===== src/rtl/pae_pkg.sv =====
package pae_pkg;
    // integrator leak as a right shift of its own state
    localparam int PAE_LEAK_SH  = 4;
    // fraction bits of the epsilon gain trim
    localparam int PAE_EPS_FRAC = 15;
    // largest supported log2 of the interval length
    localparam int PAE_MAX_LOG2N = 12;
endpackage


===== src/rtl/pae_quad_gen.sv =====
module pae_quad_gen #(
    parameter int SMP_W    = 16,
    parameter int EPS_W    = 16,
    parameter int LEAK_SH  = pae_pkg::PAE_LEAK_SH,
    parameter int EPS_FRAC = pae_pkg::PAE_EPS_FRAC,
    localparam int INT_W   = SMP_W + LEAK_SH + 1,
    localparam int VQ_W    = INT_W + EPS_W - EPS_FRAC,
    localparam int MUL_W   = INT_W + EPS_W + 1
) (
    input  logic                    clk,
    input  logic                    rst,
    input  logic                    smp_vld,
    input  logic signed [SMP_W-1:0] v_smp,
    input  logic [EPS_W-1:0]        eps,
    output logic signed [VQ_W-1:0]  vq
);
    typedef struct packed {
        logic signed [INT_W-1:0] integ;
    } qg_state_t;

    qg_state_t st_d, st_q;
    logic signed [INT_W-1:0] integ_nxt;
    logic signed [MUL_W-1:0] scaled;

    always_comb begin
        st_d      = st_q;
        integ_nxt = st_q.integ + INT_W'(v_smp) - (st_q.integ >>> LEAK_SH);
        if (smp_vld) begin
            st_d.integ = integ_nxt;
        end
        scaled = MUL_W'(integ_nxt) * $signed(MUL_W'({1'b0, eps}));
        vq     = VQ_W'(scaled >>> EPS_FRAC);
    end

    always_ff @(posedge clk) begin
        if (rst) st_q <= '0;
        else     st_q <= st_d;
    end

    // integrator only moves on a valid sample
    p_integ_hold_r8: assert property (@(posedge clk) disable iff (rst)
        !smp_vld |=> $stable(st_q.integ));
endmodule


===== src/rtl/pae_accum.sv =====
module pae_accum #(
    parameter int IN_W  = 32,
    parameter int ACC_W = 44
) (
    input  logic                    clk,
    input  logic                    rst,
    input  logic                    add_vld,
    input  logic                    close,
    input  logic signed [IN_W-1:0]  term,
    output logic signed [ACC_W-1:0] total
);
    logic signed [ACC_W-1:0] acc_d, acc_q;

    always_comb begin
        total = acc_q + ACC_W'(term);
        acc_d = acc_q;
        if (add_vld) begin
            acc_d = close ? '0 : total;
        end
    end

    always_ff @(posedge clk) begin
        if (rst) acc_q <= '0;
        else     acc_q <= acc_d;
    end

    // idle clocks leave the running sum alone
    p_acc_hold_r8: assert property (@(posedge clk) disable iff (rst)
        !add_vld |=> $stable(acc_q));
endmodule


===== src/rtl/pae_peak.sv =====
module pae_peak #(
    parameter int SMP_W = 16
) (
    input  logic                    clk,
    input  logic                    rst,
    input  logic                    vld,
    input  logic                    close,
    input  logic signed [SMP_W-1:0] smp,
    output logic [SMP_W-1:0]        pk_total
);
    logic [SMP_W-1:0] pk_d, pk_q;
    logic signed [SMP_W:0] ext;
    logic [SMP_W-1:0] mag;

    always_comb begin
        ext      = (SMP_W+1)'(smp);
        mag      = SMP_W'(smp[SMP_W-1] ? -ext : ext);
        pk_total = (vld && (mag > pk_q)) ? mag : pk_q;
        pk_d     = pk_q;
        if (vld) begin
            pk_d = close ? '0 : pk_total;
        end
    end

    always_ff @(posedge clk) begin
        if (rst) pk_q <= '0;
        else     pk_q <= pk_d;
    end

    // within an interval the tracked peak never falls
    p_peak_mono_r6: assert property (@(posedge clk) disable iff (rst)
        (vld && !close) |=> (pk_q >= $past(pk_q)));
endmodule


===== src/rtl/pwr_accum_engine.sv =====
module pwr_accum_engine #(
    parameter int SMP_W     = 16,
    parameter int EPS_W     = 16,
    parameter int MAX_LOG2N = pae_pkg::PAE_MAX_LOG2N,
    localparam int NW       = $clog2(MAX_LOG2N + 1),
    localparam int CNT_W    = (MAX_LOG2N > 0) ? MAX_LOG2N : 1,
    localparam int PROD_W   = 2 * SMP_W,
    localparam int INT_W    = SMP_W + pae_pkg::PAE_LEAK_SH + 1,
    localparam int VQ_W     = INT_W + EPS_W - pae_pkg::PAE_EPS_FRAC,
    localparam int QPROD_W  = SMP_W + VQ_W,
    localparam int PACC_W   = PROD_W + MAX_LOG2N,
    localparam int QACC_W   = QPROD_W + MAX_LOG2N
) (
    input  logic                     clk,
    input  logic                     rst,
    input  logic                     smp_vld,
    input  logic signed [SMP_W-1:0]  v_smp,
    input  logic signed [SMP_W-1:0]  i_smp,
    input  logic [NW-1:0]            n_log2,
    input  logic [EPS_W-1:0]         eps,
    input  logic signed [PROD_W-1:0] p_offset,
    output logic signed [PROD_W:0]   avg_p,
    output logic signed [QPROD_W-1:0] avg_q,
    output logic [SMP_W-1:0]         v_peak,
    output logic [SMP_W-1:0]         i_peak,
    output logic                     res_rdy
);
    typedef struct packed {
        logic [CNT_W-1:0]          cnt;
        logic [NW-1:0]             sh;
        logic signed [PROD_W:0]    avg_p;
        logic signed [QPROD_W-1:0] avg_q;
        logic [SMP_W-1:0]          vpk;
        logic [SMP_W-1:0]          ipk;
        logic                      rdy;
    } eng_state_t;

    eng_state_t st_d, st_q;

    logic [NW-1:0]             sh_in, sh_eff;
    logic [CNT_W-1:0]          last_idx;
    logic                      close;
    logic signed [PROD_W-1:0]  p_inst;
    logic signed [QPROD_W-1:0] q_inst;
    logic signed [VQ_W-1:0]    vq;
    logic signed [PACC_W-1:0]  p_sum;
    logic signed [QACC_W-1:0]  q_sum;
    logic [SMP_W-1:0]          vpk_tot, ipk_tot;

    // interval length: clamp, and hold it once an interval has started
    always_comb begin
        sh_in    = (n_log2 > NW'(MAX_LOG2N)) ? NW'(MAX_LOG2N) : n_log2;
        sh_eff   = (st_q.cnt == '0) ? sh_in : st_q.sh;
        last_idx = CNT_W'(((CNT_W+1)'(1) << sh_eff) - 1'b1);
        close    = (st_q.cnt == last_idx);
        p_inst   = PROD_W'(v_smp) * PROD_W'(i_smp);
        q_inst   = QPROD_W'(i_smp) * QPROD_W'(vq);
    end

    pae_quad_gen #(.SMP_W(SMP_W), .EPS_W(EPS_W)) u_quad (
        .clk(clk), .rst(rst), .smp_vld(smp_vld),
        .v_smp(v_smp), .eps(eps), .vq(vq)
    );

    pae_accum #(.IN_W(PROD_W), .ACC_W(PACC_W)) u_acc_p (
        .clk(clk), .rst(rst), .add_vld(smp_vld), .close(close),
        .term(p_inst), .total(p_sum)
    );

    pae_accum #(.IN_W(QPROD_W), .ACC_W(QACC_W)) u_acc_q (
        .clk(clk), .rst(rst), .add_vld(smp_vld), .close(close),
        .term(q_inst), .total(q_sum)
    );

    pae_peak #(.SMP_W(SMP_W)) u_pk_v (
        .clk(clk), .rst(rst), .vld(smp_vld), .close(close),
        .smp(v_smp), .pk_total(vpk_tot)
    );

    pae_peak #(.SMP_W(SMP_W)) u_pk_i (
        .clk(clk), .rst(rst), .vld(smp_vld), .close(close),
        .smp(i_smp), .pk_total(ipk_tot)
    );

    always_comb begin
        st_d     = st_q;
        st_d.rdy = 1'b0;
        if (smp_vld) begin
            st_d.sh  = sh_eff;
            st_d.cnt = close ? '0 : st_q.cnt + 1'b1;
            if (close) begin
                st_d.avg_p = (PROD_W+1)'(PROD_W'(p_sum >>> sh_eff))
                           + (PROD_W+1)'(p_offset);
                st_d.avg_q = QPROD_W'(q_sum >>> sh_eff);
                st_d.vpk   = vpk_tot;
                st_d.ipk   = ipk_tot;
                st_d.rdy   = 1'b1;
            end
        end
    end

    always_ff @(posedge clk) begin
        if (rst) st_q <= '0;
        else     st_q <= st_d;
    end

    assign avg_p   = st_q.avg_p;
    assign avg_q   = st_q.avg_q;
    assign v_peak  = st_q.vpk;
    assign i_peak  = st_q.ipk;
    assign res_rdy = st_q.rdy;

    // a ready pulse is always caused by a sample on the previous edge
    p_rdy_cause_r7: assert property (@(posedge clk) disable iff (rst)
        res_rdy |-> $past(smp_vld));

    // results hold whenever no update is signalled
    p_out_hold_r7: assert property (@(posedge clk) disable iff (rst)
        !res_rdy |-> ($stable(avg_p) && $stable(avg_q)
                      && $stable(v_peak) && $stable(i_peak)));

    // an update coincides with the counter restarting
    p_rdy_restart_r9: assert property (@(posedge clk) disable iff (rst)
        res_rdy |-> (st_q.cnt == '0));

    // a running count stays below the latched interval length
    p_cnt_in_n_r3: assert property (@(posedge clk) disable iff (rst)
        (st_q.cnt != '0) |-> ((CNT_W+1)'(st_q.cnt) < ((CNT_W+1)'(1) << st_q.sh)));
endmodule


===== config.mk =====
export PLATFORM = sky130hd
export DESIGN_NAME = pwr_accum_engine
export DESIGN_NICKNAME = d
export VERILOG_FILES = /design/src/rtl/pae_pkg.sv /design/src/rtl/pae_quad_gen.sv /design/src/rtl/pae_accum.sv /design/src/rtl/pae_peak.sv /design/src/rtl/pwr_accum_engine.sv
export SDC_FILE = /design/constraint.sdc
export NUM_CORES = 2
export LEC_CHECK = 0
export BUFFER_PORTS_ARGS = -buffer_cell sky130_fd_sc_hd__buf_4
export CAP_MARGIN = 20
export CORE_ASPECT_RATIO = 1.25
export CORE_MARGIN = 5
export CORE_UTILIZATION = 65
export DETAILED_ROUTE_END_ITERATION = 8
export HOLD_SLACK_MARGIN = 0.02
export PLACE_DENSITY = 0.83
export SETUP_SLACK_MARGIN = 0.1
export SYNTH_ARGS = -nofsm -noshare
export SYNTH_HDL_FRONTEND = slang
export SYNTH_HIERARCHICAL = 1
export SYNTH_SLANG_ARGS = --single-unit

===== constraint.sdc =====
create_clock -name clk -period 36 [get_ports clk]
set_input_delay 1.8 -clock clk [delete_from_list [all_inputs] [get_ports clk]]
set_output_delay 1.8 -clock clk [all_outputs]
set_load 0.005 [all_outputs]

## Word level (Yosys, flattened, before mapping)

Cells that the tools add are included.

| cells by class | value |
|---|---|
| $add $sub $neg | 9 |
| $mul | 3 |
| divide/modulo/power cells | 0 |
| magnitude comparators | 3 |
| equality and inequality tests | 1 |
| shift-type cells | 3 |
| muxes and demuxes | 12 |
| bitwise logic cells | 1 |
| reduce and logical (&&, ||, !) cells | 5 |

Operators by type and width:

| operator | number |
|---|---|
| $mux W16 | 6 |
| $add A50 B38 Y50 | 1 |
| $mux W50 | 1 |
| $sshr A50 B4 Y38 | 1 |
| $add A44 B32 Y44 | 1 |
| $mux W44 | 1 |
| $sshr A44 B4 Y32 | 1 |
| $mul A16 B22 Y38 | 1 |
| $mul A21 B17 Y37 | 1 |
| $add A32 B32 Y33 | 1 |
| $gt A16 B16 Y1 | 2 |
| $mul A16 B16 Y32 | 1 |
| $neg A16 Y16 | 2 |
| $add A21 B16 Y21 | 1 |
| $sub A21 B17 Y21 | 1 |
| $add A12 B1 Y12 const B | 1 |
| $eq A12 B12 Y1 | 1 |
| $logic_not A12 Y1 | 1 |
| $mux W12 | 1 |
| $shl A1 B4 Y12 const A | 1 |
| $sub A12 B1 Y12 const B | 1 |
| $mux W4 | 2 |
| $gt A4 B4 Y1 const B | 1 |
| $logic_and A1 B1 Y1 | 2 |
| 4 further kinds | 4 |

| word-level totals | value |
|---|---|
| flip-flop bits (word level) | 267 |
| bits in latches | 0 |
| RAM bits | 0 |
| bits in read-only memories | 0 |
| input port bits | 87 |
| output and inout bits | 104 |
| word-level logic and storage cells | 49 |
| memories kept | 0 |

## Longest topological paths before layout

| depth | value |
|---|---|
| word-level depth | 7 |
| depth in mapped cells | 78 |
| depth with buffers taken out | 75 |

## Hierarchy

Netlist, hierarchy kept.

By module, submodules not included:

| module | times used | cells each | area each (um^2) | seq. area each (um^2) |
|---|---|---|---|---|
| pwr_accum_engine | 1 | 4063 | 33337.0 | 2402.3 |
| pae_quad_gen | 1 | 1822 | 15484.9 | 420.4 |
| pae_accum (u_acc_q) | 1 | 601 | 4854.7 | 1001.0 |
| pae_accum (u_acc_p) | 1 | 527 | 4141.5 | 880.8 |
| pae_peak | 2 | 174 | 1393.8 | 320.3 |

## Least setup slack after synthesis

OpenSTA, ideal clock, no wires.

| path | value |
|---|---|
| path type | input -> register |
| start | input port v_smp[2] |
| end | register st_q, in the netlist avg_q[35] |
| setup time | 0.070 ns |
| data arrival time | 18.808 ns |
| required time | 35.930 ns |
| setup slack | 17.122 ns |
| cell stages on the path | 69 |
| buffers on the path | 4 |
| path through | inv_1 -> fa_1 -> inv_1 -> ha_1 -> nor2b_1 -> o31a_1 -> o41ai_4 -> o211ai_2 -> a311oi_2 -> nor2_2 -> buf_6 -> buf_6 -> o211a_1 -> fa_1 -> fa_1 -> inv_1 -> fa_1 -> fa_1 -> [33 not listed] -> o21ai_0 -> xnor2_1 -> ha_1 -> clkbuf_1 -> a21oi_1 -> nand2_1 -> a21o_2 -> a211o_2 -> a211oi_2 -> or3_4 -> nand2_4 -> xor2_2 -> nand2_1 -> and3_1 -> a21oi_1 -> a211oi_1 -> a311o_1 -> a21oi_1 |

| on the way | value |
|---|---|
| word-level cells in the longest chain between the ends | 6 |

RTL lines:

| what | RTL line | text |
|---|---|---|
| start, declared | pwr_accum_engine.sv:17 | `input logic signed [SMP_W-1:0] v_smp,` |
| $add A21 B16 Y21 | pae_quad_gen.sv:27 | `integ_nxt = st_q.integ + INT_W'(v_smp) - (st_q.integ >>> LEAK_SH);` |
| $sub A21 B17 Y21 | pae_quad_gen.sv:27 |  |
| $mul A21 B17 Y37 | pae_quad_gen.sv:31 | `scaled = MUL_W'(integ_nxt) * $signed(MUL_W'({1'b0, eps}));` |
| via vq[18] | pwr_accum_engine.sv:45 | `logic signed [VQ_W-1:0] vq;` |
| $mul A16 B22 Y38 | pwr_accum_engine.sv:57 | `q_inst = QPROD_W'(i_smp) * QPROD_W'(vq);` |
| via q_inst[37] | pwr_accum_engine.sv:44 | `logic signed [QPROD_W-1:0] q_inst;` |
| $add A50 B38 Y50 | pae_accum.sv:15 | `total = acc_q + ACC_W'(term);` |
| via q_sum[46] | pwr_accum_engine.sv:47 | `logic signed [QACC_W-1:0] q_sum;` |
| $sshr A50 B4 Y38 | pwr_accum_engine.sv:94 | `st_d.avg_q = QPROD_W'(q_sum >>> sh_eff);` |
| end signal, assigned | pwr_accum_engine.sv:104 | `else st_q <= st_d;` |
| end, declared | pwr_accum_engine.sv:38 | `eng_state_t st_d, st_q;` |

The timed path passes the listed nets, and every way through them passes these cells.
A chain may end at the register's enable or synchronous reset.

## Worst setup path after layout

Ends and elaborated chain as after synthesis.

==> out/metrics.cfg <==
[logic_synthesis]
synth_cell_types = 122
syn_area_um2 = 60600
synth_most_common_cell = inv_1
yosys.area.top_type = fa_1
yosys-top-cells-count = inv_1, nand2_1, fa_1
synth_fp_nets = 8853
syn_inst = 7361
ys_ff_latch = 267
yosysTopAreaCellShare = 0.315
synth_async_sr_flop_share = 0
synth-edff-count = 0
ys_seq_area_frac = 0.0882
yosys_warnings = 6
synth_area_leaders = fa_1, ha_1, dfxtp_1
syn_avg_cell_area_um2 = 8.23
synthFlopType = dfxtp_1

[worst_setup_path]
cp_max_fo = 20
rr_endpoint = avg_q[35]
critPathMostFrequentCell = fa_1
worst-r2r-cell-count = 69
ff2ff_setup_slack_ps = 16870
crit_buf_inv = 12
critical_path_class = primary input to register
r2r-start = u_quad/st_q[2]
arrival_ps = 20960
crit_end = avg_q[35]
worstSetupEndpointType = register
start_kind = primary input
worstPathRequired_ps = 36560
cp_num_cells = 70
critPathMaxStageDelay_ps = 570
path_delay_family = adder cells
slowest_stage = fa_1
startpoint = v_smp[2]

[clock_network]
cts_setup_buffers = 0
clk_latency_ps = 650
root_buffer = clkbuf_16
numCtsBuffers = 31
cts_sinks = 267
h-tree-depth = 1
clk_pin_slew_ps = 60
hold_buffers = 0
cts_tree = done
cts_max_path_buffers = 3
post_cts_resized = 0

[place]
portBuffers = 190
place_congestion = 1.05
dp_hpwl_um = 136000

[global_route]
grt-ovfl-total = 0
grt_max_degree = 153
first_global_vias = 54300
grt.busiest_layer = met2
grt_usage = 0.352
grt.met3_usage = 0.0630
met2_usage = 0.613
grt_pass1_wl_um = 283000
antenna_found_initial = 8
grt_use_met1 = 0.385

[timing]
finalClockSkew_ps = 38.6
tightest_slew_ps = 1170
finalSetupTns_ps = 0
final_hold_viol_count = 0
setup_viol = 0
period_needed_ps = 20400
max-slew-margin-rel = 0.220
maxSlewViolCount = 0
finalCritPeriodShare = 0.567
rsz0062_at_grt = no
clock.fmax_ghz = 0.0490

[drt]
wl_per_cell_um = 21.0
ant_nets = 0
drtPass1Iterations = 6
routed_wl_um = 176000
route.detailed.drc = 0
drt_iter0_markers = 4060
dr_total_vias = 51200
routed_via_density = 6.10

[run_status]
status = complete, no violations

[run]
drv_cap = 0

[worst_hold_path]
hp-class = register to register

[floorplan]
core-area_um2 = 92700
start_util = 0.653
rows = 125
die_h_um = 351
die-area_um2 = 99500
boundaryPins = 191
die_w_um = 283

[finish]
drive_gt1_frac = 0.0596
area_growth_pct = 3.64
nets = 8650

## routing by layer
| layer | part of all wire | vias to the layer above |
|---|---|---|
| met2 | 0.48 | 2400 |
| met5 | 0.00010 | - |
| met4 | 0.098 | 2 |
| met1 | 0.34 | 24900 |
| li1 | - | 23000 |
| met3 | 0.076 | 915 |
## kinds of logic (layout without fill, tap and decap cells)
group | after synthesis | after routing | synth area share
buf+inv | 1782 | 1604 | 0.121
fa+ha+maj | 1405 | 1405 | 0.408
other cells | 0 | 9 | 0
compound gates | 1121 | 1121 | 0.125
mux | 203 | 203 | 0.0340
xor+xnor | 286 | 286 | 0.0416
flops | 267 | 267 | 0.0882
simple gates | 2297 | 2297 | 0.182
## final cells by class
| cell class | count | area [um2] |
|---|---|---|
| multi-input combinational | 5312 | 48100 |
| clock buffer | 42 | 867 |
| clock inverter | 16 | 186 |
| timing repair buffer | 254 | 1960 |
| fill | 7387 | 29900 |
| sequential | 267 | 5350 |
| antenna | 9 | 22.5 |
| tap | 1206 | 1510 |
| inverter | 1292 | 4850 |
## layout by cell type (no fill, tap or decap), types with 83 or more instances in the layout
master,n
inv_1,1291
nand2_1,1021
fa_1,954
ha_1,451
and2_1,378
a21oi_1,361
nor2_1,310
dfxtp_1,267
buf_4,248
xnor2_1,190
mux2i_1,188
nand3_1,164
o21ai_0,141
a21o_1,107
xor2_1,83
## sequential cells by signal (all words and copies together) (netlist names)
signal / count
u_quad/st_q: 21
u_acc_p/acc_q: 44
u_pk_v/pk_q: 16
st_q: 16
v_peak: 16
avg_p: 33
res_rdy: 1
avg_q: 38
i_peak: 16
u_pk_i/pk_q: 16
u_acc_q/acc_q: 50
## through the flow
stage               cell area (um2)  cells  hold WS (ps)  setup WS [ps]   util
global route                  62800   8390           470          14520  0.677
global placement              61700   8326           441          15500  0.665
finish                        62800   8398           453          15600  0.677
CTS                           62700   8386           453          15820  0.676
detailed placement            61700   8328           445          15320  0.665
floorplan                     60600   7361           432          17120      -
## worst min-delay path by stage
stage / cells after the start / to / from / slack (ps)
global placement: 2 / avg_q[20] / avg_q[20] / 440
global route: 2 / avg_q[20] / avg_q[20] / 470
floorplan: 2 / avg_p[0] / avg_p[0] / 430
finish: 2 / avg_p[25] / avg_p[25] / 450
CTS: 2 / avg_p[25] / avg_p[25] / 450
detailed placement: 2 / avg_p[25] / avg_p[25] / 450
## worst register-to-register path: cells and delay by family, from the launching register on
| family | cells | cell delay [ps] |
|---|---|---|
| AOI/OAI and AO/OA | 26 | 7120 |
| xor gates and xnor gates | 4 | 1030 |
| adders and majority gates | 17 | 8020 |
| buffers and inverters | 11 | 1260 |
| DFF | 1 | 330 |
| and+or+nand+nor | 11 | 1320 |
Power is left out: the tool's default activity adds up to more than one toggle a clock period on the data nets, which glitch-free logic cannot reach.
